<file path="config.mk">
export PLATFORM = sky130hd
export DESIGN_NAME = scl_wavegen
export DESIGN_NICKNAME = d
export VERILOG_FILES = /design/src/rtl/scl_wavegen_pkg.sv /design/src/rtl/scl_cfg_stage.sv /design/src/rtl/scl_phase_timer.sv /design/src/rtl/scl_wavegen.sv
export SDC_FILE = /design/constraint.sdc
export NUM_CORES = 1
export LEC_CHECK = 0
export BUFFER_PORTS_ARGS = -buffer_cell sky130_fd_sc_hd__buf_2
export CORE_AREA = 2 2 97 80
export DETAILED_ROUTE_END_ITERATION = 10
export DIE_AREA = 0 0 99 82
export PLACE_DENSITY = 0.55
export SYNTH_ARGS = -nofsm -noshare
export SYNTH_HDL_FRONTEND = slang
export SYNTH_SLANG_ARGS = --single-unit
</file>
<file path="constraint.sdc">
create_clock -name clk -period 2.8 [get_ports clk]
set_input_delay 0.14 -clock clk [delete_from_list [all_inputs] [get_ports clk]]
set_output_delay 0.14 -clock clk [all_outputs]
set_load 0.01 [all_outputs]
</file>
<file path="src/rtl/scl_wavegen_pkg.sv">
package scl_wavegen_pkg;

    typedef enum logic [0:0] {
        ST_LOW  = 1'b0,
        ST_HIGH = 1'b1
    } scl_phase_e;

    // Length of one phase in system clocks; a zero divider counts as one.
    function automatic int unsigned phase_cycles(
        input int unsigned div,
        input int unsigned expo,
        input int unsigned off
    );
        int unsigned d;
        d = (div == 0) ? 1 : div;
        return (d << expo) + off;
    endfunction

endpackage

</file>
<file path="src/rtl/scl_cfg_stage.sv">
module scl_cfg_stage #(
    parameter int DIV_W   = 8,
    parameter int EXP_W   = 3,
    parameter int MAX_EXP = 7,
    parameter logic [2*DIV_W+EXP_W-1:0] RESET_WORD = '0
) (
    input  logic                     clk,
    input  logic                     rst_n,
    input  logic                     wr_en,
    input  logic [2*DIV_W+EXP_W-1:0] wr_word,
    input  logic                     commit,
    output logic [DIV_W-1:0]         nxt_low,
    output logic [DIV_W-1:0]         nxt_high,
    output logic [EXP_W-1:0]         nxt_exp,
    output logic [EXP_W-1:0]         act_exp
);
    localparam int CFG_W = 2*DIV_W + EXP_W;

    function automatic logic [CFG_W-1:0] clamp_word(input logic [CFG_W-1:0] w);
        logic [CFG_W-1:0] r;
        r = w;
        if (w[CFG_W-1 -: EXP_W] > EXP_W'(MAX_EXP))
            r[CFG_W-1 -: EXP_W] = EXP_W'(MAX_EXP);
        return r;
    endfunction

    localparam logic [CFG_W-1:0] RST_CLAMPED = clamp_word(RESET_WORD);

    logic [CFG_W-1:0] pend_q;
    logic [CFG_W-1:0] nxt_word;
    logic [EXP_W-1:0] act_exp_q;

    always_comb begin
        nxt_word = wr_en ? clamp_word(wr_word) : pend_q;
    end

    assign nxt_low  = nxt_word[DIV_W-1:0];
    assign nxt_high = nxt_word[2*DIV_W-1:DIV_W];
    assign nxt_exp  = nxt_word[CFG_W-1 -: EXP_W];
    assign act_exp  = act_exp_q;

    always_ff @(posedge clk) begin
        if (!rst_n) begin
            pend_q    <= RST_CLAMPED;
            act_exp_q <= RST_CLAMPED[CFG_W-1 -: EXP_W];
        end else begin
            if (wr_en)
                pend_q <= clamp_word(wr_word);
            if (commit)
                act_exp_q <= nxt_word[CFG_W-1 -: EXP_W];
        end
    end

endmodule

</file>
<file path="src/rtl/scl_phase_timer.sv">
module scl_phase_timer #(
    parameter int               CNT_W   = 12,
    parameter logic [CNT_W-1:0] RST_LEN = '1
) (
    input  logic             clk,
    input  logic             rst_n,
    input  logic             hold,
    input  logic             load,
    input  logic [CNT_W-1:0] load_val,
    output logic             expire
);
    logic [CNT_W-1:0] cnt_q;

    always_ff @(posedge clk) begin
        if (!rst_n) begin
            cnt_q <= RST_LEN;
        end else if (!hold) begin
            if (load)
                cnt_q <= load_val;
            else if (cnt_q > CNT_W'(1))
                cnt_q <= cnt_q - CNT_W'(1);
        end
    end

    assign expire = (cnt_q == CNT_W'(1));

endmodule

</file>
<file path="src/rtl/scl_wavegen.sv">
module scl_wavegen
    import scl_wavegen_pkg::*;
#(
    parameter int DIV_W   = 8,
    parameter int EXP_W   = 3,
    parameter int MAX_EXP = 5,
    parameter int OFFSET  = 4,
    parameter logic [2*DIV_W+EXP_W-1:0] RESET_WORD = {3'd2, 8'd10, 8'd10}
) (
    input  logic                     clk,
    input  logic                     rst_n,
    input  logic                     cfg_we,
    input  logic [2*DIV_W+EXP_W-1:0] cfg_wdata,
    input  logic                     hold,
    output logic                     scl_toggle,
    output logic                     scl_level
);
    localparam int CFG_W   = 2*DIV_W + EXP_W;
    localparam int OFF_W   = $clog2(OFFSET + 2);
    localparam int SHIFT_W = DIV_W + MAX_EXP;
    localparam int CNT_W   = ((SHIFT_W > OFF_W) ? SHIFT_W : OFF_W) + 1;
    localparam int RST_EXP_RAW = int'(RESET_WORD[CFG_W-1 -: EXP_W]);
    localparam int RST_EXP = (RST_EXP_RAW > MAX_EXP) ? MAX_EXP : RST_EXP_RAW;
    localparam logic [CNT_W-1:0] RST_LEN =
        CNT_W'(phase_cycles(int'(RESET_WORD[DIV_W-1:0]), RST_EXP, OFFSET));

    scl_phase_e state_q, state_d;

    logic [DIV_W-1:0] nxt_low, nxt_high, next_div;
    logic [EXP_W-1:0] nxt_exp, act_exp;
    logic [CNT_W-1:0] load_val;
    logic             expire;

    scl_cfg_stage #(
        .DIV_W      (DIV_W),
        .EXP_W      (EXP_W),
        .MAX_EXP    (MAX_EXP),
        .RESET_WORD (RESET_WORD)
    ) u_cfg (
        .clk      (clk),
        .rst_n    (rst_n),
        .wr_en    (cfg_we),
        .wr_word  (cfg_wdata),
        .commit   (scl_toggle),
        .nxt_low  (nxt_low),
        .nxt_high (nxt_high),
        .nxt_exp  (nxt_exp),
        .act_exp  (act_exp)
    );

    // Length of the phase that begins at the coming boundary
    always_comb begin
        next_div = (state_q == ST_LOW) ? nxt_high : nxt_low;
        load_val = CNT_W'(phase_cycles(int'(next_div), int'(nxt_exp), OFFSET));
    end

    scl_phase_timer #(
        .CNT_W   (CNT_W),
        .RST_LEN (RST_LEN)
    ) u_timer (
        .clk      (clk),
        .rst_n    (rst_n),
        .hold     (hold),
        .load     (scl_toggle),
        .load_val (load_val),
        .expire   (expire)
    );

    // Next-state logic
    always_comb begin
        state_d = state_q;
        if (scl_toggle) begin
            unique case (state_q)
                ST_LOW:  state_d = ST_HIGH;
                ST_HIGH: state_d = ST_LOW;
            endcase
        end
    end

    // State register
    always_ff @(posedge clk) begin
        if (!rst_n)
            state_q <= ST_LOW;
        else
            state_q <= state_d;
    end

    // Outputs
    always_comb begin
        scl_toggle = expire && !hold;
        scl_level  = (state_q == ST_HIGH);
    end

endmodule

</file>
==> impl_summary.txt <==
----------------------------------------------------
[Outcome]
  Result of the run ... completed

[Global route]
  GRT Resource Usage Total ... 0.169
  Vias in the first global route ... 2201
  Antenna violations before repair ... 0
  Global-route wire length before repair ... 10900 um
  Largest net degree at the start of global routing ... 26
  Grt total ovfl ... 0

[CTS]
  Number of hold-repair buffers added at the cts stage ... 0
  TritonCTS clock tree ... done
  Clock latency reported for the late side of the worst-skew pair ... 0.29 ns
  Max Root-Sink Buffers ... 2
  Clk root buf ... clkbuf_8
  Clock Sinks ... 34
  Clock H-tree levels ... 2
  Clock input transition at the sequential cells of the worst setup and hold paths ... about 0.08 ns
  Number of CTS-inserted buffers ... 5

[Finish]
  Share of final-layout standard cells stronger than drive strength 1 ... 0.289
  Most frequent cells in the layout ... nor2_1 (38), buf_4 (37), dfxtp_1 (33)
  Signed area change from the synthesized netlist to the final layout ... 23.8%
  Final-stage net count ... about 370
  Number of inserted diodes ... 0
  Area occupied by multi-input gates ... 1660 sq um
  Filler Cells Inserted ... slightly above 700
  Final standard cell area without fillers ... approximately 3000 sq um
  Most frequent standard cell in the layout excluding fill and tap cells ... nor2_1
  Area occupied by registers ... roughly 680 sq um

[Logic synthesis]
  Post-Synthesis Net Count ... approximately 310
  Sequential share of the synthesized area ... 0.280
  Flip-flop and latch count after synthesis ... 34
  EDFF count, synth ... 0
  Yosys synthesis warning count ... 0
  Primary FF master, synth ... dfxtp_1
  Avg Synthesized Cell Area ... 8.44 sq um
  Netlist area before placement ... around 2400 sq um
  Fraction of registers with async set/reset ... 0
  Number of distinct standard cells referenced by the synthesized netlist ... 62
  Post-synthesis instance total ... around 290

[Worst setup path]
  WS Path Type ... flip-flop to flip-flop
  Critical R2R Launch ... u_cfg.pend_q[13]$_SDFF_PN0_
  Kind of capture point of the worst setup path ... flip-flop
  Master of the slowest instance on the critical path ... or4_4
  Category of the worst setup path launch point ... flip-flop
  Buffers plus inverters on the worst setup path ... 0
  Highest net fanout along the worst path ... 4
  Cell class contributing the biggest share of worst-path delay ... simple AND/OR/NAND/NOR gates
  Required time of the critical path ... 2.98 ns
  Start point of the critical path ... u_cfg.pend_q[13]$_SDFF_PN0_
  Max stage delay on crit path ... about 0.57 ns
  CP arrival ... 2.84 ns
  Cell chain of the critical path ... mux4_2, or4_4, nor4_4, a211oi_2, nor2_2, ha_2, o21ai_1, and4b_1, xor2_1, a21oi_1

[Timing]
  Setup_tns ... 0 ns
  Fin. max-slew vios ... 0
  Max Clock Skew ... between 0.005 and 0.006 ns
  Worst slew margin relative to its limit ... 0.396
  Slew of the pin with the lowest slew margin ... approximately 0.9 ns
  Time the final worst path needs with I/O delays and setup ... 2.66 ns
  Final setup fails ... 0
  Count of final hold-check violations ... 0
  Minimum hold slack ... 0.0771 ns
  Fmax ... roughly 380 MHz
  Share of the clock period used by the worst path after layout ... 0.949

[Floorplan]
  Floorplan Core Area ... approximately 7200 sq um
  # IOs ... 25
  Cell Rows ... 28
  Effective utilization at floorplan ... 0.339
  Die height ... ~82 um
  Full die area ... slightly above 8000 sq um
  Width of the die ... a little under 100 um

[Pwr]
  Final total power ... 1.26 mW
  Total power per unit cell area ... 418 nW/um^2
  Leak ... ~1.3 nW
  Peak VDD IR ... between 0.00015 and 0.0002 V

[Route]
  ANT nets after route ... 0
  Wirelength, routed ... 6590 um
  Total number of vias ... 2387
  Wire length per cell ... 15.2 um
  Pre-antenna DRT Iters ... 4
  Remaining routing DRC violations ... 0
  Number of vias per cell ... around 5.5
  1st-iter DRT viols ... ~270

[Run]
  Count of maximum capacitance violations ... 0

[Placement]
  Cell area after placement ... just under 3000 sq um
  Weighted congestion reported at the end of routability-driven placement ... between 0.8 and 0.9
  Post-DP HPWL ... between 5000 and 6000 um
  Input/output buffers ... 24

[Hold path]
  Startpoint of the lowest-slack hold path ... cfg_wdata[3]
  Path class of the lowest-slack min-delay path ... input port to flip-flop

----------------------------------------------------
==> state kept, by name, indices dropped and copies added (netlist names) <==
name / count
u_timer.cnt_q: 14
u_cfg.pend_q: 19
scl_level: 1
==> cells by family after synthesis <==
family | share of synthesized area
compound gates | 0.215
mux | 0.186
simple gates | 0.238
buf+inv | 0.0443
fa+ha+maj | 0.0154
flops | 0.280
xor+xnor | 0.0216
==> per-stage QoR <==
stage,utilization,setup WS (ns),std cells
after global routing,0.419,-0.0124,432
after CTS,0.417,0.0507,432
after global placement,0.404,-0.0153,424
after floorplan,-,0.119,288
after detailed placement,0.404,-0.0286,424
final,0.419,0.141,432
==> per-layer routing <==
metal / GRT usage / wire [um] / vias to the layer above
li1: - / - / 1182
met1: 0.238 / 3310 / 1145
met2: 0.268 / 2910 / 53
met3: 0.0306 / 278 / 7
met4: 0.0425 / 83 / 0
met5: 0 / 0 / -
==> worst paths after layout <==
| kind | slack, ns | endpoint | cells after the start |
|---|---|---|---|
| worst max register to register | 0.14 | u_timer.cnt_q[10]$_SDFFE_PN0P_ | 10 |
| worst min register to register | 0.48 | u_cfg.pend_q[1]$_SDFF_PN1_ | 2 |
| worst max-delay path | 0.14 | u_timer.cnt_q[10]$_SDFFE_PN0P_ | 10 |
| worst min-delay path | 0.08 | u_cfg.pend_q[3]$_SDFF_PN1_ | 3 |
==> cell type report <==
type                    count  area share
multi-input cells         229       0.550
flip-flops and latches     34       0.227
repair buffers             63       0.145
well taps                  90      0.0374
clock buffers               5      0.0229
inverters                   8     0.00998
clock inverters             3     0.00707
==> cells in the mapped netlist (all sizes together) (6+ instances only) <==
master,n,area [sq um]
a21oi,17,85.1
clkbuf,12,45.0
dfxtp,34,681
inv,8,30.0
mux2i,23,230
mux4,7,165
nand2,20,75.1
nand3,7,35.0
nor2,39,146
nor3,9,45.0
nor4,7,71.3
o211ai,6,45.0
o21ai,15,75.1
or3,7,43.8
==> where the power goes <==
part | internal [mW] | leakage, nW | switching, mW | total [mW]
Sequential | 0.504 | 0.280 | 0.0122 | 0.517
Clock | 0.175 | 0.0441 | 0.202 | 0.377
Combinational | 0.176 | 0.931 | 0.187 | 0.363
==> worst reg2reg max path, stage by stage, from the launching register on <==
cell      delay (ns)
dfxtp_1         0.32
mux4_2          0.46
or4_4           0.57
nor4_4          0.15
a211oi_2        0.08
nor2_2          0.12
ha_2            0.22
o21ai_1         0.09
and4b_1         0.30
xor2_1          0.16
a21oi_1         0.08
==> timing repair <==
| item | in CTS | in global routing |
|---|---|---|
| setup endpoints to repair | 0 | 6 |
| gates resized for setup | 0 | 4 |
| endpoints found under the hold margin | 0 | 0 |
| setup buffers | 0 | 0 |
(Power assumes the default switching activity.)
